**config.mk**
```make
export PLATFORM = sky130hd
export DESIGN_NAME = rtsec_timer
export DESIGN_NICKNAME = d
export VERILOG_FILES = /design/src/rtl/rtsec_pkg.sv /design/src/rtl/rtsec_prescaler.sv /design/src/rtl/rtsec_counter.sv /design/src/rtl/rtsec_status.sv /design/src/rtl/rtsec_timer.sv
export SDC_FILE = /design/constraint.sdc
export NUM_CORES = 1
export LEC_CHECK = 0
export ABC_AREA = 1
export BUFFER_PORTS_ARGS = -buffer_cell sky130_fd_sc_hd__buf_2
export CAP_MARGIN = 20
export CORE_MARGIN = 2
export CORE_UTILIZATION = 55
export DETAILED_ROUTE_END_ITERATION = 8
export PLACE_DENSITY = 0.75
export SETUP_SLACK_MARGIN = 0.15
export SLEW_MARGIN = 10
export SYNTH_ARGS = -nofsm -noshare
export SYNTH_HDL_FRONTEND = slang
export SYNTH_SLANG_ARGS = --single-unit
```
**constraint.sdc**
```tcl
create_clock -name clk -period 4.6 [get_ports clk]
set_input_delay 0.92 -clock clk [delete_from_list [all_inputs] [get_ports clk]]
set_output_delay 0.92 -clock clk [all_outputs]
set_load 0.02 [all_outputs]
```
**src/rtl/rtsec_pkg.sv**
```systemverilog
package rtsec_pkg;
  localparam int CNT_W = 32;
  localparam int PRE_W = 16;
  localparam logic [1:0] W_CTRL  = 2'd0;
  localparam logic [1:0] W_ALARM = 2'd1;
  localparam logic [1:0] W_COUNT = 2'd2;
  localparam logic [1:0] W_FLAGS = 2'd3;
  localparam int B_ALM_IE  = 16;
  localparam int B_INC_IE  = 17;
  localparam int B_RESTART = 18;
  localparam int F_ALM = 0;
  localparam int F_INC = 1;
endpackage

```
**src/rtl/rtsec_prescaler.sv**
```systemverilog
module rtsec_prescaler #(
  parameter int PRE_W = 16
) (
  input  logic             clk,
  input  logic             rst_n,
  input  logic             slow_en,
  input  logic             restart,
  input  logic [PRE_W-1:0] divisor,
  output logic             tick
);
  logic [PRE_W-1:0] phase;
  logic [PRE_W-1:0] last;

  // divisor 0 wraps to all ones: a 2^PRE_W period
  assign last = divisor - 1'b1;
  assign tick = slow_en && (phase == last) && !restart;

  always_ff @(posedge clk) begin
    if (!rst_n || restart) phase <= '0;
    else if (slow_en)      phase <= (phase == last) ? '0 : phase + 1'b1;
  end
endmodule

```
**src/rtl/rtsec_counter.sv**
```systemverilog
module rtsec_counter #(
  parameter int CNT_W = 32
) (
  input  logic             clk,
  input  logic             rst_n,
  input  logic             tick,
  input  logic             restart,
  input  logic [CNT_W-1:0] alarm,
  output logic [CNT_W-1:0] count,
  output logic             alarm_hit
);
  logic [CNT_W-1:0] next_count;

  assign next_count = count + 1'b1;
  assign alarm_hit  = tick && (next_count == alarm);

  always_ff @(posedge clk) begin
    if (!rst_n || restart) count <= '0;
    else if (tick)         count <= next_count;
  end
endmodule

```
**src/rtl/rtsec_status.sv**
```systemverilog
module rtsec_status (
  input  logic       clk,
  input  logic       rst_n,
  input  logic [1:0] set_ev,
  input  logic       rd_clr,
  output logic [1:0] flags
);
  always_ff @(posedge clk) begin
    if (!rst_n) flags <= '0;
    else        flags <= (rd_clr ? 2'b00 : flags) | set_ev;
  end
endmodule

```
**src/rtl/rtsec_timer.sv**
```systemverilog
module rtsec_timer
  import rtsec_pkg::*;
#(
  parameter int              DATA_W     = 32,
  parameter logic [PRE_W-1:0] RESET_DIV = 16'h8000
) (
  input  logic              clk,
  input  logic              rst_n,
  input  logic              slow_en,
  input  logic              bus_req,
  input  logic              bus_we,
  input  logic [3:0]        bus_addr,
  input  logic [DATA_W-1:0] bus_wdata,
  output logic [DATA_W-1:0] bus_rdata,
  output logic              irq
);
  logic [PRE_W-1:0] divisor;
  logic             alm_ie, inc_ie;
  logic [CNT_W-1:0] alarm, count;
  logic             tick, alarm_hit, restart;
  logic [1:0]       flags;
  logic [1:0]       word;
  logic             wr, rd;

  assign word    = bus_addr[3:2];
  assign wr      = bus_req && bus_we;
  assign rd      = bus_req && !bus_we;
  assign restart = wr && (word == W_CTRL) && bus_wdata[B_RESTART];

  always_ff @(posedge clk) begin
    if (!rst_n) begin
      divisor <= RESET_DIV;
      alm_ie  <= 1'b0;
      inc_ie  <= 1'b0;
      alarm   <= '1;
    end else if (wr) begin
      if (word == W_CTRL) begin
        divisor <= bus_wdata[PRE_W-1:0];
        alm_ie  <= bus_wdata[B_ALM_IE];
        inc_ie  <= bus_wdata[B_INC_IE];
      end
      if (word == W_ALARM) alarm <= bus_wdata[CNT_W-1:0];
    end
  end

  rtsec_prescaler #(.PRE_W(PRE_W)) u_pre (
    .clk(clk), .rst_n(rst_n), .slow_en(slow_en), .restart(restart),
    .divisor(divisor), .tick(tick)
  );

  rtsec_counter #(.CNT_W(CNT_W)) u_cnt (
    .clk(clk), .rst_n(rst_n), .tick(tick), .restart(restart),
    .alarm(alarm), .count(count), .alarm_hit(alarm_hit)
  );

  rtsec_status u_sts (
    .clk(clk), .rst_n(rst_n),
    .set_ev({tick, alarm_hit}),
    .rd_clr(rd && (word == W_FLAGS)),
    .flags(flags)
  );

  always_comb begin
    bus_rdata = '0;
    case (word)
      W_CTRL: begin
        bus_rdata[PRE_W-1:0] = divisor;
        bus_rdata[B_ALM_IE]  = alm_ie;
        bus_rdata[B_INC_IE]  = inc_ie;
      end
      W_ALARM: bus_rdata[CNT_W-1:0] = alarm;
      W_COUNT: bus_rdata[CNT_W-1:0] = count;
      default: bus_rdata[1:0] = flags;
    endcase
  end

  assign irq = (flags[F_ALM] && alm_ie) || (flags[F_INC] && inc_ie);
endmodule

```
Word-level counts from Yosys, hierarchy flattened
Cells that the tools add are included.
{"block": "word_totals", "register_bits": 100, "input_bits": 41, "out_inout_bits": 33, "elab_cells": 39}
{"block": "classes", "add_sub_neg": 3, "n_eq_ne": 5, "mux": 5, "bitwise": 1, "n_reduce_logical": 18}
{"op": "$pmux W16 S3", "count": 1}
{"op": "$add A32 B1 Y32 const B", "count": 1}
{"op": "$eq A32 B32 Y1", "count": 1}
{"op": "$pmux W14 S2", "count": 1}
{"op": "$add A16 B1 Y16 const B", "count": 1}
{"op": "$eq A16 B16 Y1", "count": 1}
{"op": "$mux W16", "count": 1}
{"op": "$sub A16 B1 Y16 const B", "count": 1}
{"op": "$logic_and A1 B1 Y1", "count": 10}
{"op": "$pmux W2 S3", "count": 1}
{"op": "$eq A2 B2 Y1 const B", "count": 2}
{"op": "$reduce_and A2 Y1", "count": 2}
{"op": "$logic_not A1 Y1", "count": 3}
{"op": "$eq A2 B1 Y1 const B", "count": 1}
{"op": "$logic_not A2 Y1", "count": 1}
{"op": "$logic_or A1 B1 Y1", "count": 2}
{"op": "$mux W2", "count": 1}
{"op": "$or A2 B2 Y2", "count": 1}

Longest topological paths before layout
Gate-level depths: netlist of run 1.
{"block": "logic_depth", "depth_word": 7, "ltp_mapped": 18}

Cells and area by module
A second synthesis of run 1 with hierarchy kept.
{"block": "unflattened", "cells_unflattened": 1258, "area_unflattened_um2": 7389.6}
{"module": "rtsec_counter", "instances": 1, "cells_each": 530, "area_per_inst_um2": 2914.0, "seq_area_each_um2": 640.6}
{"module": "rtsec_timer", "instances": 1, "cells_each": 436, "area_per_inst_um2": 2746.4, "seq_area_each_um2": 1001.0}
{"module": "rtsec_prescaler", "instances": 1, "cells_each": 282, "area_per_inst_um2": 1656.6, "seq_area_each_um2": 320.3}
{"module": "rtsec_status", "instances": 1, "cells_each": 10, "area_per_inst_um2": 72.6, "seq_area_each_um2": 40.0}

Worst setup path after synthesis of run 1
No wires, ideal clock.
{"block": "synth_path", "path_type": "input-to-output", "from": "input bus_addr[2]", "to": "output bus_rdata[11]", "arrival_ns": 2.014, "t_required_ns": 3.680, "setup_slack_ns": 1.666, "cell_stages": 8, "n_path_buf": 2, "cell_sequence": "inv_1 ha_1 clkbuf_1 clkbuf_1 nand2_1 o221ai_1 nand2_1 inv_1"}
{"block": "synth_via", "elab_chain_cells": 2}
{"element": "start, declared", "line_no": "rtsec_timer.sv:12", "source": "input logic [3:0] bus_addr,"}
{"element": "$eq A2 B2 Y1, or another cell as far along", "line_no": "rtsec_timer.sv:65", "source": "case (word)"}
{"element": "$pmux W16 S3 (*)", "line_no": "rtsec_timer.sv:65"}
{"element": "end, declared", "line_no": "rtsec_timer.sv:14", "source": "output logic [DATA_W-1:0] bus_rdata,"}
Mark *: on every way between the ends. The rest lies on a longest branch, timed or not.

Worst setup path in the final report of run 1
{"block": "layout_path", "from": "input bus_addr[3]", "to": "output bus_rdata[2]"}
The elaborated chain is that of the path after synthesis.

==> summary.md, run 1 <==
| Metric | Value |
|---|---|
| Fin. max-slew vios | `0` |
| Switching Power | `about 0.55 mW` |
| Worst setup margin | `~0.93 ns` |
| CTS resizes | `0` |
| Clock network fraction of total power | `between 40% and 50%` |
| Die area | `0.01306 sq mm` |
| Crit-path max cell delay | `approximately 0.49 ns` |
| FF+latch count, synth | `100` |
| Hold Worst Slack | `0.4740 ns` |
| Fraction of layout instances using a drive strength above 1 | `between 10% and 20%` |
| Post-synth ARST share | `0%` |
| Crit share post-route | `about 80%` |
| Die height | `around 110 um` |
| Initial antenna violation count | `0` |
| Post-synthesis net count | `about 1.2k` |
| Max-cap viol count | `0` |
| Sw frac | `roughly 28%` |
| Max Fclk | `~0.27 GHz` |
| Vias in the first global route | `6498` |
| CTS H-tree lvls | `3` |
| Vias/cell | `5.387` |
| Largest fanout on the critical path | `17` |
| Std-Cell Rows | `40` |
| Arrival time at the worst endpoint | `2.75 ns` |
| Clock sink count | `100` |
| Worst Setup End Kind | `output port` |
| Hold_buf cts | `0` |
| Unrepaired setup endpoints after global routing | `no` |
| Ant. Diodes | `0` |
| CP cell instances | `buf_2, inv_1, ha_1, buf_4, clkinv_1, o221ai_1, nand2_1, inv_1, buf_2` |
| Worst-margin pin slew | `0.7305 ns` |
| GPL Wtd Cong | `0.9204` |
| Initial Util | `between 50 and 60%` |
| Post-route ant nets | `0` |
| Die Wd | `roughly 110 um` |
| Fin util | `slightly above 60%` |
| Dpl hpwl | `~14000 um` |
| Synth Instances | `between 1k and 1.5k` |
| Final Hold Violating Endpoints | `0` |
| DR WL/cell | `between 10 and 15 um` |
| Critical path type | `in -> out` |
| Avg Inst Size Synth | `just under 6 sq um` |
| IO Pins | `74` |
| Synth warn | `0` |
| LEAKAGE | `between 3 and 4 nW` |
| Drt total wl | `~19000 um` |
| Worst-skew pair later-pin latency | `0.36 ns` |
| Final setup viols | `0` |
| Post-Syn Area | `0.006690 sq mm` |
| Startpoint types | `input port` |
| Hold Crit Class | `reg -> reg` |
| CTS tree | `yes` |
| Clk root buf | `clkbuf_16` |
| Pwr Density | `between 200 and 300 mW/mm^2` |
| Port Buffer Count | `between 70 and 80` |
| Area Growth Syn to Fin | `11.05%` |
| Flop pwr share | `46.0%` |
| Final Skew | `~0.0094 ns` |
| Post-synth EDFFs | `0` |
| First-pass GRT wire length | `about 31000 um` |
| # fillers | `1197` |
| Synth cell types | `39` |
| Postcts setup bufs | `0` |
| Seq/Total Area, Yosys | `~30%` |
| Min cycle time layout | `around 3.7 ns` |
| Slew headroom | `approximately half` |
| Number of CTS-inserted buffers | `9` |
| Comb pwr share | `13.7%` |
| Critical-path top delay cell | `clkinv_1` |
| Status | `finished clean` |
| Drt initial violations | `~470` |
| CTS clock-pin slew for the worst setup and hold paths | `roughly 0.07 ns` |
| Total Power | `around 1.9 mW` |
| Peak supply drop | `0.1672 mV` |
| Post-route setup TNS | `0 ns` |
| Overall Global Routing Usage | `about 30%` |
| Req. time, crit path | `approximately 3.7 ns` |
| Largest net degree at the start of global routing | `52` |
| CTS Buffer Depth | `2` |
| Vias | `roughly 7k` |
| Core ar. | `0.01196 sq mm` |
| P_int | `1.399 mW` |
| Main synth FF type | `dfxtp_1` |
| Congestion Overflow GR | `0` |
| DRC | `0` |
| Pre-CTS setup slack | `around 0.97 ns` |
| DRT Pass-1 Iters | `5` |
| Nets | `around 1.2k` |
worst max-delay path: cells and delay by family:
family | cells | cell delay (ns)
AOI/OAI and AO/OA | 1 | 0.47
and+or+nand+nor | 1 | 0.08
buffers and inverters | 6 | 1.13
adders and majority gates | 1 | 0.14
cell usage after synthesis (4+ instances only):
cell | instances | share of area [%]
xor2_1 | 21 | 2.7
ha_1 | 8 | 1.5
nand3_1 | 80 | 6.0
nand2_1 | 388 | 22
inv_1 | 150 | 8.4
nor3_1 | 7 | 0.52
o221ai_1 | 16 | 2.1
a21oi_1 | 74 | 5.5
o21ai_1 | 21 | 1.6
dfxtp_1 | 100 | 30
nand3b_1 | 4 | 0.45
o21ai_0 | 49 | 3.7
clkbuf_1 | 22 | 1.2
nor2_1 | 110 | 6.2
buf_6 | 6 | 1.0
clkinv_1 | 4 | 0.22
nand4_1 | 9 | 0.84
nand2_2 | 6 | 0.56
nor2_4 | 7 | 1.2
nor2_2 | 8 | 0.75
sequential cells by signal (all words and copies together) (netlist names):
signal / cells
inc_ie: 1
u_pre.phase: 16
divisor: 16
alm_ie: 1
u_sts.flags: 2
alarm: 32
u_cnt.count: 32
area by class of cell:
type                       count  area (sq um)  area share, %
clock buffer                   9         225.2          3.031
clock inverter                 7         75.07          1.010
inverter                     156         585.6          7.881
multi-input combinational    834          3943          53.06
sequential                   100          2002          26.95
tap                          147         183.9          2.476
timing repair buffer          79         415.4          5.591
cells by family (layout without fill, tap and decap cells):
family,Yosys count,in the layout,synth area share [%]
flops,100,100,29.92
fa+ha+maj,8,8,1.496
simple gates,632,632,39.89
xor+xnor,25,25,3.479
compound gates,169,169,13.88
buf+inv,189,251,11.33
stage by stage:
stage	area [sq um]	std cells
finish	7430	1332
global route	7430	1332
CTS	7430	1332
detailed placement	7129	1316
global placement	7129	1316
floorplan	6690	1123
layout by cell type (no fill, tap or decap), types with 16 or more instances in the layout:
cell      instances
nand2_1         388
inv_1           150
nor2_1          109
dfxtp_1         100
nand3_1          80
a21oi_1          74
buf_2            71
o21ai_0          49
xor2_1           21
o21ai_1          21
o221ai_1         16
power by group through the flow:
stage	Clock (mW)	Sequential (mW)	Combinational (mW)
final	0.784	0.898	0.268
after global routing	0.825	0.900	0.298
after CTS	0.794	0.897	0.266
after detailed placement	0	0.917	0.264
after global placement	0	0.917	0.263
after floorplan	0	0.912	0.184
final timing paths:
| path | startpoint | endpoint | slack, ns | cells past startpoint |
|---|---|---|---|---|
| max | bus_addr[3] | bus_rdata[2] | 0.93 | 9 |
| min | inc_ie | inc_ie | 0.47 | 2 |
| max reg2reg | divisor[0] | u_sts.flags[0] | 1.86 | 12 |
| min reg2reg | inc_ie | inc_ie | 0.47 | 2 |
metal layers:
metal	track usage, %	part of all wire [%]	wire length [um]
met3	3.494	5.4	1015
met2	48.73	46	8690
met4	14.23	3.3	620
met1	39.47	46	8634
met5	0	0	0
(Power assumes the default switching activity.)
==> run 2, diff against run 1 <==
- CORE_UTILIZATION: 55 -> 54
- PLACE_DENSITY: 0.75 -> 0.76
- clock period: 4.6 -> 3 ns (I/O delays scaled with it)
==> summary.md, run 2 (synthesis gave the netlist of run 1 again) <==
| Metric | Value |
|---|---|
| Final Hold Violating Endpoints | `0 (unchanged)` |
| Critical-path top delay cell | `ha_1` |
| CTS H-tree lvls | `3 (unchanged)` |
| Min cycle time layout | `roughly 2.6 ns` |
| Pwr Density | `392.7 mW/mm^2 (+50%)` |
| Arrival time at the worst endpoint | `1.96 ns (-0.79 ns)` |
| Crit share post-route | `approximately 85%` |
| Clk root buf | `clkbuf_16` |
| Status | `finished clean` |
| Die Wd | `115.3 um (+0.89%)` |
| CTS tree | `yes` |
| Final Skew | `0.008282 ns (-0.001151 ns)` |
| IO Pins | `74 (unchanged)` |
| # fillers | `1214 (+1.4%)` |
| Placed Cells | `1345 (+2.2%)` |
| Startpoint types | `input port` |
| Largest net degree at the start of global routing | `52 (unchanged)` |
| Std-Cell Rows | `40 (unchanged)` |
| Vias | `7084 (-1.3%)` |
| DP Area | `0.007211 sq mm (+1.1%)` |
| DRC | `0 (unchanged)` |
| CTS Buffer Depth | `2 (unchanged)` |
| Clock sink count | `100 (unchanged)` |
| Fraction of layout instances using a drive strength above 1 | `11.40% (+0.60 points)` |
| Final setup viols | `0 (unchanged)` |
| Drt initial violations | `541 (+16%)` |
| GPL Wtd Cong | `0.9337 (+1.4%)` |
| Hold Crit Class | `in -> reg` |
| Overall Global Routing Usage | `29.20% (-0.67 points)` |
| CTS clock-pin slew for the worst setup and hold paths | `0.07 ns (about the same)` |
| Critical path type | `in -> out` |
| Initial Util | `55.47% (-0.46 points)` |
| Most frequent cells in the layout | `nand2_1 (388), inv_1 (150), nor2_1 (109), dfxtp_1 (100), nand3_1 (80)` |
| Final instance area | `0.007512 sq mm (+1.1%)` |
| Die height | `115.3 um (+0.89%)` |
| Dpl hpwl | `14610 um (+2.1%)` |
| Drt total wl | `18790 um (-0.92%)` |
| DRT Pass-1 Iters | `5 (unchanged)` |
| Core ar. | `0.01206 sq mm (+0.84%)` |
| Post-route ant nets | `0 (unchanged)` |
| LEAKAGE | `3.679 nW (+0.86%)` |
| Hold Worst Slack | `0.4520 ns (-0.02205 ns)` |
| DR WL/cell | `13.80 um (-3.0%)` |
| Initial antenna violation count | `0 (unchanged)` |
| CP top delay family | `buffers and inverters` |
| Fin util | `62.28% (+0.17 points)` |
| Total Power | `2.950 mW (+51%)` |
| Worst-skew pair later-pin latency | `0.36 ns (about the same)` |
| Unrepaired setup endpoints after global routing | `no` |
| Slew headroom | `62.88% (+12 points)` |
| Nets | `1237 (+0.65%)` |
| Ant. Diodes | `0 (unchanged)` |
| Pre-CTS setup slack | `0.2115 ns (-0.7536 ns)` |
| CP cell instances | `buf_2, inv_1, ha_1, buf_4, nand2_1, o221ai_1, nand2_1, inv_1, buf_2` |
| Max-cap viol count | `0 (unchanged)` |
| Number of CTS-inserted buffers | `9 (unchanged)` |
| Max Fclk | `0.3913 GHz` |
| Commonest non-fill, non-tap cell in the layout | `nand2_1` |
| First-pass GRT wire length | `30450 um (-1.5%)` |
| Worst-margin pin slew | `0.5568 ns (-0.1737 ns)` |
| Largest fanout on the critical path | `15 (-2)` |
| Fin. max-slew vios | `0 (unchanged)` |
| Worst Setup End Kind | `output port` |
| Crit-path max cell delay | `0.51 ns (+0.02 ns)` |
| Area Growth Syn to Fin | `12.29%` |
| Peak supply drop | `0.4029 mV (+140%)` |
| Vias in the first global route | `6304 (-3.0%)` |
| Postcts setup bufs | `0 (unchanged)` |
| Post-route setup TNS | `0 ns (unchanged)` |
| Vias/cell | `5.205 (-3.4%)` |
| Top flop regs | `alarm: 32 flops, u_cnt.count: 32 flops` |
| Die area | `0.01330 sq mm (+1.8%)` |
| Congestion Overflow GR | `0 (unchanged)` |
| Port Buffer Count | `71 (unchanged)` |
| CP bufs+invs | `5 (-1)` |
| Finished Layout Cells | `1361 (+2.2%)` |
| Req. time, crit path | `2.40 ns (-1.28 ns)` |
| Worst setup margin | `0.4444 ns (-0.4859 ns)` |
[run 2: worst paths after layout]
path	cells past startpoint	slack (ns)	end	startpoint
max	9	0.44	bus_rdata[7]	bus_addr[2]
max reg2reg	15	0.45	u_sts.flags[0]	u_cnt.count[0]
min reg2reg	2	0.48	u_sts.flags[0]	u_sts.flags[0]
min	3	0.45	alarm[22]	bus_wdata[22]
[run 2: tightest hold or removal path, delay by kind of cell]
kind	cells	cell delay, ns
AO/OA/AOI/OAI	2	0.10
buffers and inverters	1	0.07
[run 2: metal layers]
metal	part of all wire, %	wire (um)	vias up	track usage, %
met5	0	0	-	0
met4	2.7	516	0	9.799
met3	5.4	1010	31	5.430
met2	46	8677	189	47.49
met1	46	8580	3169	39.03
li1	-	-	3695	-
[run 2: area by class of cell]
| cell class | count | area [sq um] | share of cell area [%] |
|---|---|---|---|
| well taps | 168 | 210.2 | 2.798 |
| clock inverters | 6 | 53.80 | 0.7162 |
| flip-flops and latches | 100 | 2002 | 26.65 |
| inverters | 156 | 585.6 | 7.795 |
| clock buffers | 10 | 239.0 | 3.181 |
| multi-input cells | 834 | 3946 | 52.53 |
| repair buffers | 87 | 475.5 | 6.329 |
[run 2: where the power goes]
part | switching (mW) | total [mW] | internal, mW
clock | 0.554 | 1.15 | 0.600
sequential | 0.0253 | 1.38 | 1.35
combinational | 0.273 | 0.419 | 0.147
total | 0.852 | 2.95 | 2.10
[run 2: what timing repair did]
item	CTS	global route
hold buffers	0	0
endpoints found under the setup margin	0	20
resized for setup	0	1
